--- src/rtl/blit_pkg.sv ---
package blit_pkg;

  localparam logic [7:0] OFS_CMD    = 8'h00;
  localparam logic [7:0] OFS_MODE   = 8'h04;
  localparam logic [7:0] OFS_SRCXY  = 8'h08;
  localparam logic [7:0] OFS_DSTXY  = 8'h0C;
  localparam logic [7:0] OFS_SIZE   = 8'h10;
  localparam logic [7:0] OFS_COLOR  = 8'h18;
  localparam logic [7:0] OFS_SBASE  = 8'h30;
  localparam logic [7:0] OFS_DBASE  = 8'h34;
  localparam logic [7:0] OFS_PITCH  = 8'h38;

  localparam logic [7:0] ROP_ZERO = 8'h00;
  localparam logic [7:0] ROP_ONES = 8'hFF;
  localparam logic [7:0] ROP_FG   = 8'hF0;
  localparam logic [7:0] ROP_XOR  = 8'h5A;
  localparam logic [7:0] ROP_COPY = 8'hCC;

  typedef enum logic [2:0] {
    ST_IDLE, ST_PREP, ST_SRD1, ST_SRD2, ST_DRD1, ST_DRD2, ST_WDONE
  } blit_st_e;

  typedef struct packed {
    logic [7:0] rop;
    logic       rev_x;
    logic       rev_y;
    logic       fill;
  } blit_cmd_t;

  // log2 of bytes per pixel for a depth code
  function automatic logic [1:0] depth_shift(input logic [1:0] code);
    case (code)
      2'b01:   return 2'd1;
      2'b11:   return 2'd2;
      default: return 2'd0;
    endcase
  endfunction

  function automatic logic [31:0] pix_mask(input logic [1:0] sh);
    case (sh)
      2'd0:    return 32'h0000_00FF;
      2'd1:    return 32'h0000_FFFF;
      default: return 32'hFFFF_FFFF;
    endcase
  endfunction

  function automatic logic [3:0] pix_be(input logic [1:0] sh);
    case (sh)
      2'd0:    return 4'b0001;
      2'd1:    return 4'b0011;
      default: return 4'b1111;
    endcase
  endfunction

endpackage

--- src/rtl/blit_regs.sv ---
module blit_regs
  import blit_pkg::*;
#(
  parameter int FB_AW = 24,
  parameter int CW    = 12,
  parameter int PW    = 11
) (
  input  logic             clk,
  input  logic             rst,
  input  logic             busy,
  input  logic             reg_we,
  input  logic [7:0]       reg_addr,
  input  logic [31:0]      reg_wdata,
  output blit_cmd_t        cmd,
  output logic [1:0]       depth_sh,
  output logic [CW-1:0]    src_x,
  output logic [CW-1:0]    src_y,
  output logic [CW-1:0]    dst_x,
  output logic [CW-1:0]    dst_y,
  output logic [CW-1:0]    w_m1,
  output logic [CW-1:0]    h_m1,
  output logic [31:0]      color,
  output logic [FB_AW-4:0] src_base,
  output logic [FB_AW-4:0] dst_base,
  output logic [PW-1:0]    src_pitch,
  output logic [PW-1:0]    dst_pitch,
  output logic             go,
  output logic             err
);

  localparam int BASE_W = FB_AW - 3;

  logic [1:0] depth_code;
  logic       wr_ok, cmd_hit, rop_ok, legal;
  logic [7:0] new_rop;
  logic       new_fill;
  logic       unused_wd;

  assign unused_wd = ^reg_wdata;
  assign wr_ok     = reg_we && !busy;
  assign cmd_hit   = wr_ok && (reg_addr == OFS_CMD);
  assign new_rop   = reg_wdata[31:24];
  assign new_fill  = reg_wdata[13];

  always_comb begin
    if (new_fill)
      rop_ok = (new_rop == ROP_ZERO) || (new_rop == ROP_ONES) ||
               (new_rop == ROP_FG)   || (new_rop == ROP_XOR);
    else
      rop_ok = (new_rop == ROP_COPY);
  end

  assign legal    = rop_ok && (reg_wdata[1:0] == 2'b01) && (depth_code != 2'b10);
  assign go       = cmd_hit && legal;
  assign depth_sh = depth_shift(depth_code);

  always_ff @(posedge clk) begin
    if (rst) begin
      cmd        <= '0;
      depth_code <= 2'b00;
      src_x      <= '0;
      src_y      <= '0;
      dst_x      <= '0;
      dst_y      <= '0;
      w_m1       <= '0;
      h_m1       <= '0;
      color      <= '0;
      src_base   <= '0;
      dst_base   <= '0;
      src_pitch  <= '0;
      dst_pitch  <= '0;
      err        <= 1'b0;
    end else begin
      if (cmd_hit && !legal)
        err <= 1'b1;
      if (go) begin
        cmd.rop   <= new_rop;
        cmd.rev_x <= reg_wdata[15];
        cmd.rev_y <= reg_wdata[14];
        cmd.fill  <= new_fill;
      end
      if (wr_ok) begin
        case (reg_addr)
          OFS_MODE:  depth_code <= reg_wdata[9:8];
          OFS_SRCXY: begin src_x <= reg_wdata[CW-1:0]; src_y <= reg_wdata[16+CW-1:16]; end
          OFS_DSTXY: begin dst_x <= reg_wdata[CW-1:0]; dst_y <= reg_wdata[16+CW-1:16]; end
          OFS_SIZE:  begin w_m1  <= reg_wdata[CW-1:0]; h_m1  <= reg_wdata[16+CW-1:16]; end
          OFS_COLOR: color    <= reg_wdata;
          OFS_SBASE: src_base <= reg_wdata[BASE_W-1:0];
          OFS_DBASE: dst_base <= reg_wdata[BASE_W-1:0];
          OFS_PITCH: begin
            src_pitch <= reg_wdata[PW-1:0];
            dst_pitch <= reg_wdata[16+PW-1:16];
          end
          default: ;
        endcase
      end
    end
  end

endmodule

--- src/rtl/blit_axis.sv ---
module blit_axis #(
  parameter int CW = 12
) (
  input  logic          clk,
  input  logic          rst,
  input  logic          load,
  input  logic          step,
  input  logic          rev,
  input  logic [CW-1:0] lim,
  input  logic [CW-1:0] s0,
  input  logic [CW-1:0] d0,
  output logic [CW-1:0] s_cur,
  output logic [CW-1:0] d_cur,
  output logic          at_end
);

  logic [CW-1:0] cnt;

  assign at_end = (cnt == lim);

  always_ff @(posedge clk) begin
    if (rst) begin
      cnt   <= '0;
      s_cur <= '0;
      d_cur <= '0;
    end else if (load || (step && at_end)) begin
      cnt   <= '0;
      s_cur <= s0;
      d_cur <= d0;
    end else if (step) begin
      cnt <= cnt + 1'b1;
      if (rev) begin
        s_cur <= s_cur - 1'b1;
        d_cur <= d_cur - 1'b1;
      end else begin
        s_cur <= s_cur + 1'b1;
        d_cur <= d_cur + 1'b1;
      end
    end
  end

endmodule

--- src/rtl/blit_addr.sv ---
module blit_addr #(
  parameter int FB_AW = 24,
  parameter int CW    = 12,
  parameter int PW    = 11
) (
  input  logic [FB_AW-4:0] base,
  input  logic [PW-1:0]    pitch,
  input  logic [CW-1:0]    x,
  input  logic [CW-1:0]    y,
  input  logic [1:0]       sh,
  output logic [FB_AW-3:0] word,
  output logic [1:0]       lane
);

  localparam int PRW = CW + PW + 3;

  logic [PRW-1:0]   y_ext, p_ext, row_prod;
  logic [CW+1:0]    col_b;
  logic [FB_AW-1:0] byte_addr;

  assign y_ext     = PRW'(y);
  assign p_ext     = PRW'({pitch, 3'b000});
  assign row_prod  = y_ext * p_ext;
  assign col_b     = {2'b00, x} << sh;
  assign byte_addr = {base, 3'b000} + FB_AW'(row_prod) + FB_AW'(col_b);
  assign word      = byte_addr[FB_AW-1:2];
  assign lane      = byte_addr[1:0];

endmodule

--- src/rtl/blit_top.sv ---
module blit_top
  import blit_pkg::*;
#(
  parameter int FB_AW = 24,
  parameter int CW    = 12,
  parameter int PW    = 11
) (
  input  logic             clk,
  input  logic             rst,
  input  logic             reg_we,
  input  logic [7:0]       reg_addr,
  input  logic [31:0]      reg_wdata,
  output logic [FB_AW-3:0] mem_addr,
  output logic             mem_rd,
  output logic             mem_wr,
  output logic [3:0]       mem_be,
  output logic [31:0]      mem_wdata,
  input  logic [31:0]      mem_rdata,
  output logic             busy,
  output logic             err
);

  blit_cmd_t        cmd;
  blit_st_e         st;
  logic [1:0]       sh;
  logic [CW-1:0]    sx0, sy0, dx0, dy0, w_m1, h_m1;
  logic [CW-1:0]    sx, sy, dx, dy;
  logic [31:0]      color;
  logic [FB_AW-4:0] sbase, dbase;
  logic [PW-1:0]    spitch, dpitch;
  logic             go, load, step, x_end, y_end, last;
  logic [FB_AW-3:0] src_word, dst_word;
  logic [1:0]       src_lane, dst_lane;
  logic [31:0]      mask, fill_val, src_pix;
  logic [3:0]       dst_be;

  blit_regs #(.FB_AW(FB_AW), .CW(CW), .PW(PW)) u_regs (
    .clk(clk), .rst(rst), .busy(busy),
    .reg_we(reg_we), .reg_addr(reg_addr), .reg_wdata(reg_wdata),
    .cmd(cmd), .depth_sh(sh),
    .src_x(sx0), .src_y(sy0), .dst_x(dx0), .dst_y(dy0),
    .w_m1(w_m1), .h_m1(h_m1), .color(color),
    .src_base(sbase), .dst_base(dbase),
    .src_pitch(spitch), .dst_pitch(dpitch),
    .go(go), .err(err)
  );

  assign load = (st == ST_IDLE) && go;
  assign last = x_end && y_end;
  assign step = (st == ST_WDONE) && !last;

  blit_axis #(.CW(CW)) u_xaxis (
    .clk(clk), .rst(rst), .load(load), .step(step), .rev(cmd.rev_x),
    .lim(w_m1), .s0(sx0), .d0(dx0), .s_cur(sx), .d_cur(dx), .at_end(x_end)
  );

  blit_axis #(.CW(CW)) u_yaxis (
    .clk(clk), .rst(rst), .load(load), .step(step && x_end), .rev(cmd.rev_y),
    .lim(h_m1), .s0(sy0), .d0(dy0), .s_cur(sy), .d_cur(dy), .at_end(y_end)
  );

  blit_addr #(.FB_AW(FB_AW), .CW(CW), .PW(PW)) u_src_addr (
    .base(sbase), .pitch(spitch), .x(sx), .y(sy), .sh(sh),
    .word(src_word), .lane(src_lane)
  );

  blit_addr #(.FB_AW(FB_AW), .CW(CW), .PW(PW)) u_dst_addr (
    .base(dbase), .pitch(dpitch), .x(dx), .y(dy), .sh(sh),
    .word(dst_word), .lane(dst_lane)
  );

  assign mask    = pix_mask(sh);
  assign dst_be  = pix_be(sh) << dst_lane;
  assign src_pix = (mem_rdata >> {src_lane, 3'b000}) & mask;

  always_comb begin
    case (cmd.rop)
      ROP_ONES: fill_val = 32'hFFFF_FFFF;
      ROP_FG:   fill_val = color;
      default:  fill_val = 32'h0;
    endcase
  end

  always_ff @(posedge clk) begin
    if (rst) begin
      st        <= ST_IDLE;
      busy      <= 1'b0;
      mem_rd    <= 1'b0;
      mem_wr    <= 1'b0;
      mem_be    <= '0;
      mem_addr  <= '0;
      mem_wdata <= '0;
    end else begin
      case (st)
        ST_IDLE: begin
          if (go) begin
            busy <= 1'b1;
            st   <= ST_PREP;
          end
        end
        ST_PREP: begin
          if (!cmd.fill) begin
            mem_rd   <= 1'b1;
            mem_addr <= src_word;
            st       <= ST_SRD1;
          end else if (cmd.rop == ROP_XOR) begin
            mem_rd   <= 1'b1;
            mem_addr <= dst_word;
            st       <= ST_DRD1;
          end else begin
            mem_wr    <= 1'b1;
            mem_addr  <= dst_word;
            mem_be    <= dst_be;
            mem_wdata <= (fill_val & mask) << {dst_lane, 3'b000};
            st        <= ST_WDONE;
          end
        end
        ST_SRD1: begin
          mem_rd <= 1'b0;
          st     <= ST_SRD2;
        end
        ST_SRD2: begin
          mem_wr    <= 1'b1;
          mem_addr  <= dst_word;
          mem_be    <= dst_be;
          mem_wdata <= src_pix << {dst_lane, 3'b000};
          st        <= ST_WDONE;
        end
        ST_DRD1: begin
          mem_rd <= 1'b0;
          st     <= ST_DRD2;
        end
        ST_DRD2: begin
          mem_wr    <= 1'b1;
          mem_be    <= dst_be;
          mem_wdata <= mem_rdata ^ ((color & mask) << {dst_lane, 3'b000});
          st        <= ST_WDONE;
        end
        ST_WDONE: begin
          mem_wr <= 1'b0;
          if (last) begin
            busy <= 1'b0;
            st   <= ST_IDLE;
          end else begin
            st <= ST_PREP;
          end
        end
        default: st <= ST_IDLE;
      endcase
    end
  end

endmodule

--- config.mk ---
export PLATFORM = sky130hd
export DESIGN_NAME = blit_top
export DESIGN_NICKNAME = d
export VERILOG_FILES = /design/src/rtl/blit_pkg.sv /design/src/rtl/blit_regs.sv /design/src/rtl/blit_axis.sv /design/src/rtl/blit_addr.sv /design/src/rtl/blit_top.sv
export SDC_FILE = /design/constraint.sdc
export NUM_CORES = 2
export LEC_CHECK = 0
export ABC_AREA = 1
export CAP_MARGIN = 25
export CELL_PAD_IN_SITES_DETAIL_PLACEMENT = 0
export CELL_PAD_IN_SITES_GLOBAL_PLACEMENT = 1
export CORE_ASPECT_RATIO = 0.8
export CORE_MARGIN = 2
export CORE_UTILIZATION = 49
export CTS_CLUSTER_SIZE = 30
export DETAILED_ROUTE_END_ITERATION = 7
export PLACE_DENSITY = 0.92
export SETUP_SLACK_MARGIN = 0.5
export SYNTH_ARGS = -nofsm -noshare
export SYNTH_HDL_FRONTEND = slang
export SYNTH_SLANG_ARGS = --single-unit
--- constraint.sdc ---
create_clock -name clk -period 19.5 [get_ports clk]
set_clock_uncertainty 0.05 [all_clocks]
set_input_delay 3.9 -clock clk [delete_from_list [all_inputs] [get_ports clk]]
set_output_delay 3.9 -clock clk [all_outputs]
set_load 0.01 [all_outputs]
Word-level counts from Yosys, hierarchy flattened
Cells that the tools add are included.

ROM bits: 0. RAM bits: 0. Output and inout bits: 62. Input port bits: 75. Bits in latches: 0. Memories: 0. Flip-flop bits (word level): 318. Word-level logic and storage cells: 177.

Div/mod/pow operators: 0. Add/subtract/negate cells: 14. Bitwise operators: 4. Equality and inequality tests: 33. Shifts and indexed selects: 7. Reduce and logical (&&, ||, !) cells: 48. Multiply operators: 2. Magnitude comparators: 0. Muxes and demuxes: 39.

Operator list (number): 12-bit 2-to-1 mux (12); 32-bit case mux with 2 select lines (2); 32-bit bitwise AND (3); 32-bit case mux with 3 select lines (1); 32-bit by 5-bit left shift with 32-bit output (3); 12-bit by 1-bit adder with 12-bit output, second input constant (6); 32-bit 2-to-1 mux (2); 24-bit by 14-bit adder with 24-bit output (2); 24-bit adder (2); 12-bit by 1-bit subtractor with 12-bit output, second input constant (4); 22-bit case mux with 2 select lines (1); 12-bit by 11-bit multiplier with 21-bit output (2); 8-bit == test, second input constant (5); 32-bit by 5-bit >> shifter with 32-bit output (1); 32-bit bitwise XOR (1); 12-bit by 2-bit left shift with 14-bit output (2); 12-bit == test (2); 8-bit by 6-bit == test with 1-bit output, second input constant (3); 22-bit 2-to-1 mux (1); 3-bit case mux with 6 select lines (1); 2-bit AND reduction (9); 8-bit by 4-bit == test with 1-bit output, second input constant (2); 8-bit by 5-bit == test with 1-bit output, second input constant (2); 8-bit by 7-bit == test with 1-bit output, second input constant (2); other kinds (28) (76).

Depth between registers and ports, before layout
Depth in word-level cells: 11. Depth in mapped cells: 40.

Modules after synthesis
From an unflattened synthesis, not the netlist that was laid out.

Cell total of the unflattened synthesis: 4709. Area total of the unflattened synthesis: 31507.7 µm².

By module, submodules not included: blit_axis (cells each 556, area an instance 3367.0 µm², instances 2, seq. area each 720.7 µm²); blit_regs (cells each 760, area an instance 6610.1 µm², instances 1, seq. area each 3643.5 µm²); blit_addr at u_dst_addr (cells each 920, area an instance 6276.0 µm², instances 1, seq. area each 0.0 µm²); blit_addr at u_src_addr (cells each 911, area an instance 6263.5 µm², instances 1, seq. area each 0.0 µm²); blit_top (cells each 1006, area an instance 5624.1 µm², instances 1, seq. area each 1281.2 µm²).

Worst setup path after synthesis
OpenSTA, ideal clock, no wires.

Path kind: register -> register. Start point: register u_yaxis.s_cur[7]. End point: register mem_addr[20]. Data arrival time: 6.101 ns. Required time: 19.334 ns. Slack: 13.232 ns. Cell stages (with the launch flop): 34. Cell sequence: dfxtp_1 > clkbuf_1 > nand2_1 > fa_1 > fa_1 > fa_1 > inv_1 > fa_1 > inv_1 > fa_1 > inv_1 > ha_1 > nand2_1 > nand2_1 > a21oi_1 > nand3_1 > nand3_1 > nand2_1 > a21boi_0 > nor2_1 > nor2_1 > xnor2_1 > ha_1 > ha_1 > nand2_1 > nor2_1 > nor2b_1 > nand4_1 > nand3_1 > nand2_1 > nand3_1 > nand3_1 > o211ai_1 > inv_1.

Cells in the longest elaborated chain, start to end: 5.

RTL lines: start: declaration (RTL line blit_axis.sv:12) `output logic [CW-1:0] s_cur,`; start signal: assignment (RTL line blit_axis.sv:33) `s_cur <= s_cur - 1'b1;`; start signal: assignment (RTL line blit_axis.sv:36) `s_cur <= s_cur + 1'b1;`; 12-bit by 11-bit multiplier with 21-bit output (RTL line blit_addr.sv:23) `assign row_prod = y_ext * p_ext;`; 24-bit adder (RTL line blit_addr.sv:25) `assign byte_addr = {base, 3'b000} + FB_AW'(row_prod) + FB_AW'(col_b);`; 24-bit by 14-bit adder with 24-bit output (RTL line blit_addr.sv:25); 22-bit 2-to-1 mux (RTL line blit_top.sv:102) `if (!cmd.fill) begin`; 22-bit case mux with 2 select lines (RTL line blit_top.sv:94) `case (st)`; end signal: assignment (RTL line blit_top.sv:104) `mem_addr <= src_word;`; end signal: assignment (RTL line blit_top.sv:108) `mem_addr <= dst_word;`; end signal: assignment (RTL line blit_top.sv:112) `mem_addr <= dst_word;`; end: declaration (RTL line blit_top.sv:13) `output logic [FB_AW-3:0] mem_addr,`.

Every way passes these cells. A chain may end at the register's enable or synchronous reset.

Final worst setup path
Start point: register u_yaxis.s_cur[7]. End point: register mem_addr[21].

The elaborated chain is that of the path after synthesis.

==> results_tabular.tex <==
\begin{tabular}{lr}
\hline
Metric & Value \\
\hline
\multicolumn{2}{l}{\textbf{Worst setup path}} \\
\quad Critical Path RT & 19.92 ns \\
\quad Register-to-register path setup slack & 12.33 ns \\
\quad Worst reg-to-reg path cell count & 33 \\
\quad Highest net fanout along the worst path & 13 \\
\quad Start point of the critical path & u\_yaxis.s\_cur[7] \\
\quad Crit end category & flop \\
\quad RR Startpoint & u\_yaxis.s\_cur[7] \\
\quad Crit Path Category & reg -> reg \\
\quad Startpoint type of the worst setup path & flop \\
\quad Dominant cell type by count on the critical path & nand2\_1 \\
\quad Delay of the slowest critical-path stage & 0.72 ns \\
\quad Slowest cell on the critical path & dfxtp\_1 \\
\quad Crit path capture & mem\_addr[21] \\
\quad Critical Path AT & $\sim$7.6 ns \\
\quad Terminus of the critical flop-to-flop path & mem\_addr[21] \\
\multicolumn{2}{l}{\textbf{Global route}} \\
\quad Global-route wire length before repair & 148 mm \\
\quad GRT overflow & 0 \\
\quad Initial antenna violation count & 6 \\
\quad Via count of the first global-routing pass & roughly 26k \\
\quad GRT Util Overall & 0.311 \\
\quad Largest net degree at the start of global routing & 96 \\
\multicolumn{2}{l}{\textbf{Floorplan}} \\
\quad Ports & 137 \\
\quad Site Rows & 79 \\
\quad Core outline area & 58,200 um\^{}2 \\
\quad Die Outline Area & 60,900 um\^{}2 \\
\quad Die X & 275 um \\
\quad Initial core utilization & 0.496 \\
\quad Die outline height & 221 um \\
\multicolumn{2}{l}{\textbf{Detailed routing}} \\
\quad Routed wirelength normalized by instance count & 18.9 um \\
\quad Residual DRC & 0 \\
\quad Sum of routed wire length over all layers & 95.1 mm \\
\quad Iteration-0 DRC count of the detailed router & about 2.9k \\
\quad Number of vias per cell after detailed routing & 5.51 \\
\quad Detailed-router iteration count before antenna repair & 6 \\
\quad Via count & 27.7k \\
\quad Remaining antenna violation count after routing & 0 \\
\multicolumn{2}{l}{\textbf{Place}} \\
\quad DPL Wire Length & 69.9 mm \\
\quad PortBufs & 136 \\
\quad RD Place Congestion & about 0.94 \\
\quad Post-Place Cell Area & 30,600 um\^{}2 \\
\multicolumn{2}{l}{\textbf{Synth}} \\
\quad Sequential share of the synthesized area & 0.220 \\
\quad Asr flop ratio synth & 0 \\
\quad Synth Area per Inst & slightly below 7 um\^{}2 \\
\quad Count of cell types in the netlist & 57 \\
\quad Mapped Nets & 4,685 \\
\quad Warnings from Yosys & 0 \\
\quad Main flop type after synthesis & dfxtp\_1 \\
\quad Number of enable-type register cells in the synthesized netlist & 0 \\
\quad Cells after Synth & 4,204 \\
\quad Cell area after technology mapping & 28,900 um\^{}2 \\
\quad Number of storage elements in the synthesis netlist & $\sim$320 \\
\multicolumn{2}{l}{\textbf{Timing}} \\
\quad Relative slew slack & 0.319 \\
\quad Transition time at the pin with the least slew margin & 1.02 ns \\
\quad Sum Neg Setup Slack & 0 ns \\
\quad Post-layout min period & between 7 and 8 ns \\
\quad Max Fclk & 0.140 GHz \\
\quad Final clock period utilization by the worst path & 0.368 \\
\quad Unrepaired setup endpoints after global routing & no \\
\quad Final Slew Violations & 0 \\
\quad Setup violation total in the final timing report & 0 \\
\quad Final-report hold violation count & 0 \\
\multicolumn{2}{l}{\textbf{Worst hold path}} \\
\quad Type of the tightest min-delay check & reg -> reg \\
\multicolumn{2}{l}{\textbf{CTS}} \\
\quad Inserted Clock Buffers & 38 \\
\quad Skew-Pair Late Insertion Delay & 0.60 ns \\
\quad Clock sinks & 318 \\
\quad Clock root buffer & clkbuf\_16 \\
\quad CTS HTree Levels & 2 \\
\quad TritonCTS clock tree & done \\
\quad Number of hold-repair buffers added at the cts stage & 0 \\
\quad CTS clk-pin slew, worst paths & 0.06 ns \\
\quad Setup bufs post-CTS & 0 \\
\quad Resize count post-CTS & 0 \\
\quad Largest buffer count on any clock path & 3 \\
\multicolumn{2}{l}{\textbf{Power and ir drop}} \\
\quad Switch share & 0.284 \\
\quad Peak supply drop & 0.0642 mV \\
\quad Net load switching power & 0.000476 W \\
\quad Internal & $\sim$0.0012 W \\
\quad Sequential group share of total power & 0.424 \\
\quad Clock network power share & 0.435 \\
\quad Cell area power density & approximately 53 nW/um\^{}2 \\
\quad Lkg Pwr & 16.1 nW \\
\quad Part of the power in combinational logic & 0.142 \\
\quad Final Total Pwr & around 0.0017 W \\
\multicolumn{2}{l}{\textbf{Final layout}} \\
\quad Filler instances & 5,666 \\
\quad Area of all placed cells without fillers & 32,000 um\^{}2 \\
\quad Nets & 4,702 \\
\quad Most frequent cells in the layout & nand2\_1, inv\_1, o21ai\_0 \\
\quad Share of final-layout standard cells stronger than drive strength 1 & 0.0318 \\
\quad Utilization after layout & 0.549 \\
\quad Most frequent standard cell in the layout excluding fill and tap cells & nand2\_1 \\
\quad P\&R area growth vs syn & 10.6\% \\
\multicolumn{2}{l}{\textbf{Outcome}} \\
\quad Run status & completed \\
\multicolumn{2}{l}{\textbf{Job}} \\
\quad Reported max-cap violation count & 0 \\
\hline
\end{tabular}
==> synthesized netlist by cell type (3+ instances only) <==
cell type  count  share of area
nand4_1       39         0.0084
inv_2          7        0.00091
clkinv_1       3        0.00039
buf_1          5        0.00065
o211ai_1      43          0.011
xor2_1        66          0.020
inv_1        678          0.088
o21ai_1        5        0.00087
nor4_1         4        0.00087
a211oi_1      12         0.0031
nand2_2        3        0.00065
nand3b_1      12         0.0031
o21a_1         6         0.0016
a32oi_1        7         0.0021
ha_1         202          0.088
a21boi_0      11         0.0029
xnor2_1       51          0.015
clkbuf_1     138          0.018
a31o_2         5         0.0015
and3_1         3        0.00065
o21bai_1      19         0.0049
nor2_1       399          0.052
nor3b_1        4         0.0010
o21ai_0      422          0.073
buf_4         10         0.0026
a31oi_1       26         0.0056
nor3_1        47         0.0081
buf_2         38         0.0066
or2_2          9         0.0019
nand3_1      177          0.031
fa_1         204           0.14
o22ai_1       20         0.0043
a21oi_1      287          0.050
nor2_2         3        0.00065
dfxtp_1      318           0.22
o221ai_1       8         0.0024
a21o_1        16         0.0042
nand2_1      871           0.11
==> final cells by class <==
class	instances	area [um^2]	share of cell area
clock inverter	14	204	0.00638
inverter	688	2590	0.0810
timing repair buffer	170	1650	0.0517
antenna	3	7.51	0.000235
tap	769	962	0.0301
sequential	318	6370	0.199
multi-input combinational	3005	19100	0.598
clock buffer	53	1060	0.0331
==> kinds of logic (layout without fill, tap and decap cells) <==
logic type               after synthesis  count (layout)  synth area share
AND/OR/NAND/NOR                     1586            1586             0.227
AO/OA/AOI/OAI                        895             895             0.170
buffers and inverters                881             925             0.118
adder cells (fa/ha/maj)              406             406             0.229
flip-flops                           318             318             0.220
XOR/XNOR                             117             117            0.0355
multiplexers                           1               1          0.000347
other                                  0               3                 0
==> worst min-delay path by stage <==
stage,from,end,slack [ns],cells past startpoint
2_1_floorplan,u_regs.dst_y[0],u_regs.dst_y[0],0.38,2
3_3_place_gp,u_regs.src_x[4],u_regs.src_x[4],0.39,2
3_5_place_dp,u_regs.dst_x[4],u_regs.dst_x[4],0.40,2
4_1_cts,u_regs.dst_x[4],u_regs.dst_x[4],0.40,2
5_1_grt,u_regs.src_x[6],u_regs.src_x[6],0.42,2
6_report,u_regs.dst_x[4],u_regs.dst_x[4],0.40,2
==> through the flow <==
step	cells	worst slack (ns)	hold WS (ns)
global route	5017	11.79	0.418
floorplan	4204	13.23	0.380
detailed placement	4948	12.21	0.396
CTS	5015	12.41	0.405
global placement	4948	12.29	0.392
finish	5020	12.33	0.404
==> power groups by stage <==
stage	Combinational (W)	Sequential (W)	Clock (W)
4_1_cts	0.000237	0.000710	0.000739
6_report	0.000238	0.000711	0.000730
2_1_floorplan	0.0000936	0.000731	0
3_5_place_dp	0.000235	0.000724	0
5_1_grt	0.000258	0.000713	0.000767
3_3_place_gp	0.000234	0.000724	0
==> flip-flops by register name, indices dropped and copies added (netlist names), 2 cells and up <==
signal	count
u_regs.dst_pitch	11
mem_addr	22
u_regs.dst_base	21
u_regs.color	32
u_regs.cmd	11
u_regs.h_m1	12
u_regs.src_base	21
mem_be	4
mem_wdata	32
u_xaxis.s_cur	12
u_regs.dst_x	12
u_regs.src_x	12
u_regs.src_y	12
u_xaxis.d_cur	12
st	3
u_regs.w_m1	12
u_yaxis.cnt	12
u_regs.src_pitch	11
u_regs.dst_y	12
u_xaxis.cnt	12
u_regs.depth_code	2
u_yaxis.s_cur	12
u_yaxis.d_cur	12
==> routing by layer <==
layer | up-vias | GRT usage | share of wire
met5 | - | 0 | 0
met4 | 0 | 0.0851 | 0.026
met3 | 123 | 0.0759 | 0.11
met2 | 1207 | 0.441 | 0.41
met1 | 12838 | 0.465 | 0.46
li1 | 13504 | - | -
==> critical path, delay by kind of cell, from the launching register on <==
| family | cells | cell delay [ns] |
|---|---|---|
| fa+ha+maj | 8 | 3.58 |
| simple gates | 17 | 1.86 |
| flops | 1 | 0.72 |
| compound gates | 2 | 0.40 |
| buf+inv | 5 | 0.24 |
| xor+xnor | 1 | 0.20 |
Note: power is estimated with default switching activity, not from simulation.
